### config.mk
export PLATFORM = sky130hd
export DESIGN_NAME = xdma_extract
export DESIGN_NICKNAME = d
export VERILOG_FILES = /design/src/rtl/xdma_pkg.sv /design/src/rtl/xdma_packer.sv /design/src/rtl/xdma_irq.sv /design/src/rtl/xdma_walker.sv /design/src/rtl/xdma_extract.sv
export SDC_FILE = /design/constraint.sdc
export NUM_CORES = 1
export LEC_CHECK = 0
export BUFFER_PORTS_ARGS = -buffer_cell sky130_fd_sc_hd__buf_2
export CAP_MARGIN = 20
export CELL_PAD_IN_SITES_DETAIL_PLACEMENT = 1
export CELL_PAD_IN_SITES_GLOBAL_PLACEMENT = 1
export CORE_AREA = 5 5 205 207
export CTS_BUF_LIST = sky130_fd_sc_hd__clkbuf_2 sky130_fd_sc_hd__clkbuf_4 sky130_fd_sc_hd__clkbuf_8
export DETAILED_ROUTE_END_ITERATION = 10
export DIE_AREA = 0 0 210 212
export PLACE_DENSITY = 0.83
export SYNTH_ARGS = -nofsm -noshare
export SYNTH_HDL_FRONTEND = slang
export SYNTH_HIERARCHICAL = 1
export SYNTH_SLANG_ARGS = --single-unit
export TNS_END_PERCENT = 10
### constraint.sdc
create_clock -name clk -period 3.8 [get_ports clk]
set_input_delay 0.57 -clock clk [delete_from_list [all_inputs] [get_ports clk]]
set_output_delay 0.57 -clock clk [all_outputs]
set_load 0.05 [all_outputs]
### src/rtl/xdma_pkg.sv
// Shared types for the extraction DMA: walker states and status word packing.
package xdma_pkg;

    typedef enum logic [3:0] {
        ST_IDLE,
        ST_INFO,
        ST_DPTR,
        ST_FILL,
        ST_WDATA,
        ST_WSTAT,
        ST_NEXT,
        ST_PARK,
        ST_HALT
    } xdma_state_t;

    // Status layout: len 15:0, sof 16, eof 17, intr 18, done 19, offset 31:20
    function automatic logic [31:0] pack_status(input logic [15:0] len,
                                                input logic sof,
                                                input logic eof,
                                                input logic intr);
        return {12'd0, 1'b1, intr, eof, sof, len};
    endfunction

endpackage

### src/rtl/xdma_packer.sv
// Byte-to-word packer. Assembles bytes little-endian into one memory word and
// tracks the byte count and word offset inside the current block.
// Assumes take never coincides with word_done or blk_done.
module xdma_packer #(
    parameter int DW = 64,
    localparam int BPW = DW / 8,
    localparam int FW = $clog2(BPW)
) (
    input  logic          clk,
    input  logic          rst_n,
    input  logic          take,
    input  logic [7:0]    din,
    input  logic          word_done,
    input  logic          blk_done,
    output logic [DW-1:0] word,
    output logic [FW-1:0] fill,
    output logic [15:0]   blk_bytes,
    output logic [15:0]   word_off
);

    // Collect bytes, clear the word after its write, rewind at block end
    always_ff @(posedge clk) begin
        if (!rst_n) begin
            word      <= '0;
            fill      <= '0;
            blk_bytes <= '0;
            word_off  <= '0;
        end else if (take) begin
            word[{fill, 3'b000} +: 8] <= din;
            fill                      <= fill + 1'b1;
            blk_bytes                 <= blk_bytes + 16'd1;
        end else if (word_done) begin
            word     <= '0;
            fill     <= '0;
            word_off <= word_off + 16'(BPW);
        end else if (blk_done) begin
            blk_bytes <= '0;
            word_off  <= '0;
        end
    end

endmodule

### src/rtl/xdma_irq.sv
// Pending interrupt bit with write-1 clear and an enable mask.
// Assumes a raise and a clear in the same cycle should leave the bit set.
module xdma_irq (
    input  logic clk,
    input  logic rst_n,
    input  logic raise,
    input  logic clr,
    input  logic en,
    output logic irq
);

    logic pending;

    // Hold pending until cleared; a new raise takes precedence
    always_ff @(posedge clk) begin
        if (!rst_n)
            pending <= 1'b0;
        else if (raise)
            pending <= 1'b1;
        else if (clr)
            pending <= 1'b0;
    end

    assign irq = pending & en;

endmodule

### src/rtl/xdma_walker.sv
// Descriptor walker: fetches control word, buffer pointers and links, steers
// the stream into the packer, writes data words and status, parks on an
// invalid link and halts on a stop request between frames.
// Assumes block capacity >= 1 and 1 <= blocks <= maximum.
module xdma_walker
    import xdma_pkg::*;
#(
    parameter int AW = 64,
    parameter int DW = 64,
    parameter int CW = 3,
    localparam int FW = $clog2(DW / 8)
) (
    input  logic          clk,
    input  logic          rst_n,
    input  logic          activate,
    input  logic          reload,
    input  logic          stop_req,
    input  logic [AW-1:0] list_ptr,
    input  logic [CW-1:0] blocks,
    input  logic          eof_only,
    input  logic          in_valid,
    input  logic          in_sof,
    input  logic          in_eof,
    output logic          in_ready,
    output logic          take,
    input  logic [DW-1:0] word,
    input  logic [FW-1:0] fill,
    input  logic [15:0]   blk_bytes,
    input  logic [15:0]   word_off,
    output logic          word_done,
    output logic          blk_done,
    output logic          raise,
    output logic          mem_req,
    output logic          mem_we,
    output logic [AW-1:0] mem_addr,
    output logic [DW-1:0] mem_wdata,
    input  logic          mem_ack,
    input  logic [DW-1:0] mem_rdata,
    output logic          buf_empty,
    output xdma_state_t   state
);

    logic [AW-1:0] desc, dptr;
    logic [15:0]   blk_len;
    logic [CW-1:0] blk;
    logic          blk_sof, last_eof, blk_end, frm_act, stop_pend;
    logic          halt_now, end_here, intr_here;
    logic [AW-1:0] slot;

    assign slot      = AW'(blk) << 4;
    assign halt_now  = stop_pend && !frm_act;
    assign in_ready  = (state == ST_FILL) && !halt_now;
    assign take      = in_valid && in_ready;
    assign end_here  = in_eof || (blk_bytes + 16'd1 == blk_len);
    assign intr_here = !eof_only || last_eof;
    assign word_done = (state == ST_WDATA) && mem_ack;
    assign blk_done  = (state == ST_WSTAT) && mem_ack;
    assign raise     = blk_done && intr_here;
    assign buf_empty = (state == ST_HALT);

    // Memory request decode per state
    always_comb begin
        mem_req   = 1'b1;
        mem_we    = 1'b0;
        mem_addr  = desc;
        mem_wdata = '0;
        case (state)
            ST_NEXT:  mem_addr = desc;
            ST_INFO:  mem_addr = desc + AW'(8);
            ST_DPTR:  mem_addr = desc + AW'(16) + slot;
            ST_WDATA: begin
                mem_we    = 1'b1;
                mem_addr  = dptr + AW'(word_off);
                mem_wdata = word;
            end
            ST_WSTAT: begin
                mem_we    = 1'b1;
                mem_addr  = desc + AW'(24) + slot;
                mem_wdata = DW'(pack_status(blk_bytes, blk_sof, last_eof, intr_here));
            end
            default:  mem_req = 1'b0;
        endcase
    end

    // Channel sequencing
    always_ff @(posedge clk) begin
        if (!rst_n) begin
            state     <= ST_IDLE;
            desc      <= '0;
            dptr      <= '0;
            blk_len   <= '0;
            blk       <= '0;
            blk_sof   <= 1'b0;
            last_eof  <= 1'b0;
            blk_end   <= 1'b0;
            frm_act   <= 1'b0;
            stop_pend <= 1'b0;
        end else begin
            if (stop_req)
                stop_pend <= 1'b1;
            case (state)
                ST_IDLE, ST_HALT: if (activate) begin
                    desc      <= list_ptr;
                    blk       <= '0;
                    blk_sof   <= 1'b0;
                    last_eof  <= 1'b0;
                    frm_act   <= 1'b0;
                    stop_pend <= 1'b0;
                    state     <= ST_INFO;
                end
                ST_INFO: if (mem_ack) begin
                    blk_len <= mem_rdata[15:0];
                    state   <= ST_DPTR;
                end
                ST_DPTR: if (mem_ack) begin
                    dptr  <= mem_rdata[AW-1:0];
                    state <= ST_FILL;
                end
                ST_FILL: if (halt_now) begin
                    stop_pend <= 1'b0;
                    state     <= ST_HALT;
                end else if (take) begin
                    if (in_sof)
                        blk_sof <= 1'b1;
                    frm_act  <= !in_eof;
                    last_eof <= in_eof;
                    blk_end  <= end_here;
                    if (end_here || (fill == FW'(DW / 8 - 1)))
                        state <= ST_WDATA;
                end
                ST_WDATA: if (mem_ack)
                    state <= blk_end ? ST_WSTAT : ST_FILL;
                ST_WSTAT: if (mem_ack) begin
                    blk_sof  <= 1'b0;
                    last_eof <= 1'b0;
                    if (blk + 1'b1 == blocks) begin
                        blk   <= '0;
                        state <= ST_NEXT;
                    end else begin
                        blk   <= blk + 1'b1;
                        state <= ST_DPTR;
                    end
                end
                ST_NEXT: if (mem_ack) begin
                    if (mem_rdata[0])
                        state <= ST_PARK;
                    else begin
                        desc  <= mem_rdata[AW-1:0];
                        state <= ST_INFO;
                    end
                end
                ST_PARK: if (stop_pend) begin
                    stop_pend <= 1'b0;
                    state     <= ST_HALT;
                end else if (reload)
                    state <= ST_NEXT;
                default: state <= ST_IDLE;
            endcase
        end
    end

endmodule

### src/rtl/xdma_extract.sv
// Top of the extraction DMA: list-pointer assembly, walker, packer and
// interrupt unit. Assumes a memory port that acknowledges each request once.
module xdma_extract
    import xdma_pkg::*;
#(
    parameter int MAX_DB = 4,
    localparam int CW = $clog2(MAX_DB + 1),
    localparam int AW = 64,
    localparam int DW = 64
) (
    input  logic          clk,
    input  logic          rst_n,
    input  logic          sw_activate,
    input  logic          sw_reload,
    input  logic          sw_stop,
    input  logic [31:0]   sw_ptr_lo,
    input  logic [31:0]   sw_ptr_hi,
    input  logic [CW-1:0] sw_blocks,
    input  logic          sw_eof_only,
    input  logic          sw_irq_en,
    input  logic          sw_irq_clr,
    output logic          buf_empty,
    output logic          irq,
    input  logic          in_valid,
    output logic          in_ready,
    input  logic [7:0]    in_data,
    input  logic          in_sof,
    input  logic          in_eof,
    output logic          mem_req,
    output logic          mem_we,
    output logic [AW-1:0] mem_addr,
    output logic [DW-1:0] mem_wdata,
    input  logic          mem_ack,
    input  logic [DW-1:0] mem_rdata
);

    localparam int FW = $clog2(DW / 8);

    logic          take, word_done, blk_done, raise;
    logic [DW-1:0] word;
    logic [FW-1:0] fill;
    logic [15:0]   blk_bytes, word_off;
    xdma_state_t   walk_state;

    xdma_walker #(.AW(AW), .DW(DW), .CW(CW)) u_walk (
        .clk(clk), .rst_n(rst_n),
        .activate(sw_activate), .reload(sw_reload), .stop_req(sw_stop),
        .list_ptr({sw_ptr_hi, sw_ptr_lo}), .blocks(sw_blocks),
        .eof_only(sw_eof_only),
        .in_valid(in_valid), .in_sof(in_sof), .in_eof(in_eof),
        .in_ready(in_ready), .take(take),
        .word(word), .fill(fill), .blk_bytes(blk_bytes), .word_off(word_off),
        .word_done(word_done), .blk_done(blk_done), .raise(raise),
        .mem_req(mem_req), .mem_we(mem_we), .mem_addr(mem_addr),
        .mem_wdata(mem_wdata), .mem_ack(mem_ack), .mem_rdata(mem_rdata),
        .buf_empty(buf_empty), .state(walk_state)
    );

    xdma_packer #(.DW(DW)) u_pack (
        .clk(clk), .rst_n(rst_n),
        .take(take), .din(in_data),
        .word_done(word_done), .blk_done(blk_done),
        .word(word), .fill(fill), .blk_bytes(blk_bytes), .word_off(word_off)
    );

    xdma_irq u_irq (
        .clk(clk), .rst_n(rst_n),
        .raise(raise), .clr(sw_irq_clr), .en(sw_irq_en), .irq(irq)
    );

endmodule

==> flow_metrics.tcl, run 1 <==
set metrics [dict create \
    status "finished with violations" \
    violations "setup timing" \
    hold_path_class "in -> reg" \
    synthMuxAreaShare 0.0646 \
    viasPerCell 6.30 \
    initial_core_util 0.424 \
    post_synth_and_or_nand_nor_area_fraction 0.289 \
    clk_latency_ps 670 \
    die_h_um 212 \
    p_leak_uw 0.00837 \
    slowest_stage "or4_1" \
    coreArea_mm2 0.0402 \
    drv_cap 0 \
    rsz0062_at_grt "true" \
    clockRootBuffer "clkbuf_8" \
    synth-edff-count 0 \
    rr_startpoint "u_walk/state[3]" \
    grt_usage 0.365 \
    place_area_mm2 0.0201 \
    fp-row-count 74 \
    synth_seq_cells 253 \
    final.min_clock_period_ps 4190 \
    timing.hold.ws_ps 160 \
    top_level_ports 284 \
    drcViolationCount 0 \
    die_w_um 210 \
    critPathCaptureType "primary output" \
    fin_crit_sh 1.10 \
    grt_pass1_wl_um 128000 \
    path_max_fanout 5 \
    yosys.area.top_type "dfxtp_1" \
    port-buffer-count 283 \
    cp.required_ps 3230 \
    crit_path_start_kind "flop" \
    slew_headroom 0.246 \
    synth_area_leaders "dfxtp_1 (30%), nand2_1 (7.4%), mux2i_1 (6.0%)" \
    pre_cts_slack_ps -41.3 \
    antenna_cells 0 \
    post-dp-hpwl_um 63800 \
    wl_per_cell_um 26.2 \
    arrival_ps 3620 \
    synth_compound_area_frac 0.227 \
    final_nets 2892 \
    startpoint "u_pack/word_off[10]" \
    slew_viol_final 0 \
    yosysSeqAreaShare 0.298 \
    yosysTopAreaCellShare 0.298 \
    ir_drop_uv 318 \
    drt_iter0_drc 1705 \
    syn_area_per_cell_um2 7.40 \
    hp-start "mem_rdata[49]" \
    max_stage_delay_ps 540 \
    synthCells 2301 \
    hold_buffers 0 \
    drtAntennaViolNets 0 \
    hold_viol 0 \
    die_area_mm2 0.0445 \
    synthArstFlopShare 0 \
    setup_violations 56 \
    area_growth_pct 31.5 \
    gr-total-overflow 0 \
    routed_wl_um 85700 \
    critical_path.cell_chain "ha_4, nand4_1, or4_1, a21oi_2, o31a_4, o2111ai_4, buf_12, buf_8, nor3_2, xnor2_1, o211ai_1, buf_4" \
    yosys_warnings 6 \
    synth_top_family_by_area "simple AND/OR/NAND/NOR gates" \
    tns_ps -12170 \
    clock_skew_ps 34.5 \
    cts_buffer_depth 3 \
    gp_congestion 0.987 \
    clk_pin_slew_ps 60 \
    htreeDepth 2 \
    cts_made_buffers 45 \
    synth.distinct_cells 90 \
    placedCellCount 3169 \
    synthFlopType "dfxtp_1" \
    cts_tree "yes" \
    syn_area_mm2 0.0170 \
    drt_first_pass_iters 6 \
    grt_pass1_vias 21200 \
    grt_max_degree 71 \
    synth_fa_ha_area_frac 0.0293 \
    timing.final.ws_setup_ps -393 \
    finalNonFillerCells 3267 \
    tightest_slew_ps 1130 \
    vias 20600 \
    antenna_found_initial 1 \
    clock.fmax_mhz 238 \
    drive_gt1_frac 0.279 \
    synth_xor_area_frac 0.0443 \
    path_class "reg -> out" \
    postLayoutCellArea_mm2 0.0224 \
    clock_sinks 253 \
    power.density_mw_per_mm2 596 \
]
## final timing paths
check	to	slack [ps]	depth (start not counted)
hold reg to reg	u_pack/word[27]	460	1
setup / recovery	mem_addr[57]	-390	12
setup reg to reg	u_pack/word_off[14]	470	10
hold / removal	u_walk/dptr[49]	160	3
## timing repair
item / CTS / global route
cloned: 0 / 0
buffers inserted: 12 / 8
setup endpoints to repair: 56 / 94
pin swaps: 36 / 26
gates resized for setup: 228 / 67
## sequential cells by signal (all words and copies together) (netlist names), 3 cells and up
name,cells
u_pack/word,64
u_walk/state,4
u_pack/word_off,13
u_walk/dptr,64
u_pack/blk_bytes,16
u_walk/blk_len,16
u_pack/fill,3
u_walk/desc,64
u_walk/blk,3
## cells in the mapped netlist (all sizes together) (34+ instances only)
library cell  number
nand4             66
and3              35
xnor2             52
nand2            337
buf               40
mux2i            102
dfxtp            253
a21oi            189
xor2              34
ha                35
clkbuf           117
inv               43
nand3            113
and2              72
o21ai            125
nor2             212
nor3              60
a211oi            72
## cells by family after synthesis
group                    Yosys count
multiplexers                     109
flip-flops                       253
other                              1
XOR/XNOR                          86
AND/OR/NAND/NOR                 1018
buffers and inverters            200
adder cells (fa/ha/maj)           38
AO/OA/AOI/OAI                    596
## layout make-up
class | instances | area (um^2)
Clock buffer | 73 | 898
Tap cell | 532 | 666
Fill cell | 5000 | 17800
Sequential cell | 253 | 5090
Timing Repair Buffer | 510 | 3510
Multi-Input combinational cell | 1850 | 12000
Inverter | 43 | 166
Clock inverter | 6 | 83.8
## critical path: cells and delay by family, from the launching register on
kind | cells | cell delay, ps
and+or+nand+nor | 3 | 830
AOI/OAI and AO/OA | 4 | 780
buffers and inverters | 3 | 570
DFF | 1 | 340
adders and majority gates | 1 | 290
xor gates and xnor gates | 1 | 150
## cell usage in the layout (no fill, tap or decap), types with 38 or more instances in the layout
cell | synthesis | final
buf_6 | 3 | 41
a211oi_1 | 71 | 70
and2_1 | 61 | 59
nand4_1 | 66 | 66
nand3_1 | 113 | 109
nor2_1 | 212 | 204
inv_1 | 41 | 38
buf_2 | 16 | 227
dfxtp_1 | 253 | 236
mux2i_1 | 102 | 102
o21ai_0 | 120 | 91
nor3_1 | 58 | 47
xnor2_1 | 52 | 48
a21oi_1 | 187 | 172
clkbuf_8 | 0 | 56
nand2_1 | 337 | 330
buf_4 | 5 | 233
## metrics by stage
| stage | util | power [uW] |
|---|---|---|
| finish | 0.557 | 13300 |
| floorplan | - | 7140 |
| CTS | 0.548 | 13000 |
| global placement | 0.501 | 9540 |
| detailed placement | 0.501 | 9690 |
| global route | 0.557 | 13800 |
## metal layers
layer,global-route usage,part of all wire,vias to the layer above
li1,-,-,9167
met4,0.168,0.051,2
met1,0.456,0.40,10200
met3,0.0567,0.068,247
met5,0,0.00015,-
met2,0.624,0.48,947
## where the power goes
part | internal, uW | total (uW) | switching, uW
clock network | 1580 | 2870 | 1290
registers | 2970 | 3460 | 488
logic | 2270 | 7020 | 4750
total | 6820 | 13300 | 6530
Note: power is estimated with default switching activity, not from simulation.
==> inputs of run 2 (changes only) <==
--- a/config.mk
+++ b/config.mk
@@ -13,7 +13,7 @@
 export CTS_BUF_LIST = sky130_fd_sc_hd__clkbuf_2 sky130_fd_sc_hd__clkbuf_4 sky130_fd_sc_hd__clkbuf_8
 export DETAILED_ROUTE_END_ITERATION = 10
 export DIE_AREA = 0 0 210 212
-export PLACE_DENSITY = 0.83
+export PLACE_DENSITY_LB_ADDON = 0.1
 export SYNTH_ARGS = -nofsm -noshare
 export SYNTH_HDL_FRONTEND = slang
 export SYNTH_HIERARCHICAL = 1
==> run 2 against run 1 <==
Against the previous run: the run still ends with setup timing left; sequential power about the same; critical path depth up 3; via count is 3.2% lower; non-clock buffer count fell by 22.
==> flow_metrics.tcl, run 2 (synthesis results as in run 1) <==
set metrics [dict create \
    status "finished with violations" \
    violations "setup timing" \
    arrival_ps 3610 \
    coreArea_mm2 0.0402 \
    cts_tree "yes" \
    htreeDepth 2 \
    drt_iter0_drc 1238 \
    cts_buffer_depth 3 \
    wl_per_cell_um 24.8 \
    clk_pin_slew_ps 60 \
    vias 19900 \
    final.min_clock_period_ps 4180 \
    port-buffer-count 283 \
    drcViolationCount 0 \
    clk_latency_ps 650 \
    hold_path_class "in -> reg" \
    path_class "reg -> out" \
    final_common_cell "nand2_1" \
    antenna_cells 0 \
    routed_wl_um 80400 \
    die_h_um 212 \
    grt_pass1_vias 21000 \
    slew_viol_final 0 \
    cp.required_ps 3230 \
    drive_gt1_frac 0.284 \
    cp_common_cell "ha_4" \
    reg_top3 "u_pack/word (64), u_walk/desc (64), u_walk/dptr (64)" \
    slew_headroom 0.422 \
    die_area_mm2 0.0445 \
    max_stage_delay_ps 350 \
    final_nets 2872 \
    worstHoldPathCells 3 \
    clock_skew_ps 40.9 \
    initial_core_util 0.424 \
    critPathBufInv 5 \
    antenna_found_initial 0 \
    drv_cap 0 \
    drt_first_pass_iters 5 \
    clock_sinks 253 \
    rsz0062_at_grt "true" \
    cts_made_buffers 47 \
    drtAntennaViolNets 0 \
    fp-row-count 74 \
    hold_viol 0 \
    final_cell_mix "nand2_1 (328), buf_2 (229), dfxtp_1 (226)" \
    path_depth 15 \
    gr-total-overflow 0 \
    p_leak_uw 0.00834 \
    tns_ps -11300 \
    critical_path.cell_chain "inv_2, ha_4, inv_4, ha_4, fa_2, a21o_1, a21oi_2, buf_6, nor3_4, a222oi_1, buf_4, or2_4, nor4_1, a221o_1, buf_12" \
    fin_crit_sh 1.10 \
    final_util 0.559 \
    path_max_fanout 5 \
    power.density_mw_per_mm2 588 \
    top_level_ports 284 \
    die_w_um 210 \
    timing.final.ws_setup_ps -383 \
    area_growth_pct 31.9 \
    timing.hold.ws_ps 172 \
    crit_path_start_kind "flop" \
    setup_violations 52 \
    clockRootBuffer "clkbuf_8" \
    hold_buffers 0 \
    grt_pass1_wl_um 120000 \
    rr_worst_depth 10 \
    gp_congestion 0.993 \
    tightest_slew_ps 867 \
    critPathCaptureType "primary output" \
    grt_max_degree 73 \
    post-dp-hpwl_um 60500 \
    slowest_stage "fa_2" \
    viasPerCell 6.13 \
    clock.fmax_mhz 239 \
    grt_usage 0.341 \
    ir_drop_uv 333 \
    crit_family "compound AO/OA/AOI/OAI gates" \
]
[run 2: through the flow]
stage	std cells	worst slack (ps)	instance area (um^2)	power (uW)
after CTS	3236	-389	22000	13000
final	3249	-383	22400	13200
after detailed placement	3137	-86.9	20100	9670
after global routing	3249	-484	22400	13800
after global placement	3137	34.5	20100	9540
after floorplan	2303	-313	17000	7140
[run 2: layout make-up]
cell class	instances	area (um^2)
Sequential cell	253	5100
Tap cell	532	666
Inverter	43	169
Fill cell	5076	17700
Clock buffer	73	911
Timing Repair Buffer	488	3470
Multi-Input combinational cell	1850	12000
Clock inverter	10	108
[run 2: path summary, 6_finish.rpt]
check / slack (ps) / to / from
worst max register to register: 260 / u_pack/word[62] / u_walk/state[0]
worst min-delay path: 170 / u_walk/dptr[49] / mem_rdata[49]
worst min register to register: 460 / u_walk/dptr[33] / u_walk/dptr[33]
worst max-delay path: -380 / mem_addr[60] / u_walk/blk[0]
[run 2: worst reg2reg max path, stage by stage, from the launching register on]
cell      delay (ps)
dfxtp_2          360
buf_4            450
nand2_1          220
nor3_1           270
o21ai_0          180
inv_1            130
and2_2           350
nand2b_1         490
nand2_1          300
nor2_1           500
a22o_1           220
[run 2: power by group]
| group | total (uW) | switching, uW | internal [uW] | leakage, uW |
|---|---|---|---|---|
| Clock | 2890 | 1280 | 1610 | 0.000539 |
| Combinational | 6840 | 4580 | 2260 | 0.00573 |
| Sequential | 3480 | 496 | 2980 | 0.00207 |
[run 2: routing by layer]
metal  track usage  vias up  part of all wire
met3        0.0471      234             0.051
met4         0.178        0             0.057
li1              -     9141                 -
met2         0.638      689              0.52
met5             0        -                 0
met1         0.375     9853              0.37
[run 2: what timing repair did]
item                       in CTS  in global routing
pin swaps                      43                 35
buffers inserted               18                 14
setup endpoints to repair      88                103
gates resized for setup       216                 97
==> inputs of run 3 (changes only) <==
--- a/config.mk
+++ b/config.mk
@@ -14,6 +14,7 @@
 export DETAILED_ROUTE_END_ITERATION = 10
 export DIE_AREA = 0 0 210 212
 export PLACE_DENSITY_LB_ADDON = 0.1
+export SKIP_LAST_GASP = 1
 export SYNTH_ARGS = -nofsm -noshare
 export SYNTH_HDL_FRONTEND = slang
 export SYNTH_HIERARCHICAL = 1
==> run 3 against run 2 <==
Against the previous run: the run still ends with setup timing left; core utilization is 0.83 points lower; non-clock buffer count shrank 4; clock skew increased by 1.8 ps; combinational power decreased by 3%; routed wire length is 0.14% lower; via count increased by 0.69%; fmax up 0.49%; largest power group unchanged.
==> flow_metrics.tcl, run 3 (synthesis results as in run 1) <==
set metrics [dict create \
    hold_viol 0 \
    slowest_stage "fa_2" \
    antenna_cells 0 \
    cts_tree "yes" \
    clock.fmax_mhz 240 \
    path_class "reg -> out" \
    gr-total-overflow 0 \
    clk_pin_slew_ps 60 \
    clockRootBuffer "clkbuf_8" \
    hold_path_class "in -> reg" \
    tightest_slew_ps 891 \
    path_max_fanout 5 \
    post-dp-hpwl_um 60500 \
    fin_crit_sh 1.10 \
    drt_iter0_drc 1276 \
    viasPerCell 6.18 \
    die_area_mm2 0.0445 \
    violations "setup timing" \
    hold_buffers 0 \
    grt_pass1_wl_um 120000 \
    critPathCaptureType "primary output" \
    routed_wl_um 80300 \
    max_stage_delay_ps 350 \
    antenna_found_initial 0 \
    die_w_um 210 \
    arrival_ps 3590 \
    cts_made_buffers 47 \
    final_cell_mix "nand2_1 (328), buf_2 (247), dfxtp_1 (231)" \
    status "finished with violations" \
    grt_max_degree 73 \
    drv_cap 0 \
    cp_common_cell "ha_4" \
    timing.final.ws_setup_ps -363 \
    rsz0062_at_grt "true" \
    final.min_clock_period_ps 4160 \
    power.density_mw_per_mm2 588 \
    grt_usage 0.341 \
    drt_first_pass_iters 5 \
    vias 20100 \
    cp.required_ps 3230 \
    place_area_mm2 0.0201 \
    drtAntennaViolNets 0 \
    clk_latency_ps 650 \
    wl_per_cell_um 24.7 \
    htreeDepth 2 \
    final_common_cell "nand2_1" \
    initial_core_util 0.424 \
    area_growth_pct 29.9 \
    grt_pass1_vias 21000 \
    fp-row-count 74 \
    final_nets 2868 \
    ir_drop_uv 327 \
    coreArea_mm2 0.0402 \
    clock_sinks 253 \
    n_fill_cell 5114 \
    gp_congestion 0.993 \
    cts_buffer_depth 3 \
    timing.hold.ws_ps 176 \
    reg_top3 "u_pack/word (64), u_walk/desc (64), u_walk/dptr (64)" \
    p_leak_uw 0.00826 \
    drcViolationCount 0 \
    setup_violations 100 \
    crit_path_start_kind "flop" \
    slew_viol_final 0 \
    top_level_ports 284 \
    clock_skew_ps 42.7 \
    critical_path.cell_chain "inv_2, ha_4, inv_4, ha_4, fa_2, a21o_1, a21oi_2, buf_6, nor3_4, a222oi_1, buf_4, or2_4, nor4_1, a221o_1, buf_12" \
    slew_headroom 0.406 \
    port-buffer-count 283 \
    die_h_um 212 \
    drive_gt1_frac 0.267 \
    tns_ps -15580 \
    postLayoutCellArea_mm2 0.0221 \
]
run 3: cell count changes in the layout (fill, tap and decap cells not counted), moves of 4 or more:
cell	previous run	this run
o221ai_2	12	6
nor3_1	50	54
o21ai_2	13	9
dfxtp_1	226	231
nor3_2	8	4
buf_2	229	247
buf_6	39	16
o21ai_1	25	9
o221ai_1	4	10
dfxtp_2	27	22
nor2_1	197	206
o21ai_0	85	106
nor2_2	11	3
run 3: worst paths after layout:
check	from	to	slack, ps	depth (start not counted)
setup / recovery	u_walk/desc[4]	mem_addr[60]	-360	15
hold / removal	mem_rdata[49]	u_walk/dptr[49]	180	3
setup reg to reg	u_walk/state[0]	u_pack/word[28]	20	10
hold reg to reg	u_walk/dptr[33]	u_walk/dptr[33]	460	2
run 3: repair_timing:
action	4_1_cts	5_1_grt
hold endpoints to repair	0	0
setup endpoints to repair	88	126
resized for setup	135	72
setup buffers	18	10
pin swaps	38	31
run 3: where the power goes:
| group | switching (uW) | leakage, uW | internal, uW |
|---|---|---|---|
| Clock | 1280 | 0.000539 | 1610 |
| Sequential | 489 | 0.00206 | 2980 |
| Combinational | 4530 | 0.00566 | 2130 |
run 3: routing by layer:
layer	wire length [um]	track usage
met1	30000	0.377
met2	41600	0.635
met3	4230	0.0497
met4	4410	0.177
met5	0	0
run 3: area by class of cell:
type / count / area (um^2) / share of cell area
Tap cell: 532 / 666 / 0.0301
Clock inverter: 10 / 108 / 0.00487
Clock buffer: 73 / 911 / 0.0412
Sequential cell: 253 / 5090 / 0.230
Timing Repair Buffer: 484 / 3310 / 0.150
Multi-Input combinational cell: 1850 / 11900 / 0.536
Inverter: 43 / 169 / 0.00764
run 3: stage by stage:
stage / utilization / setup slack (ps) / total power, uW / cells
6_report: 0.550 / -363 / 13000 / 3245
2_1_floorplan: - / -313 / 7140 / 2303
5_1_grt: 0.550 / -482 / 13600 / 3245
4_1_cts: 0.542 / -389 / 12800 / 3236
3_3_place_gp: 0.499 / 34.5 / 9540 / 3137
3_5_place_dp: 0.499 / -86.9 / 9670 / 3137
run 3: worst max-delay path: cells and delay by family, from the launching register on:
kind	cells	cell delay, ps
flip-flops	1	340
AO/OA/AOI/OAI	4	1010
buffers and inverters	5	640
AND/OR/NAND/NOR	3	200
adder cells (fa/ha/maj)	3	770
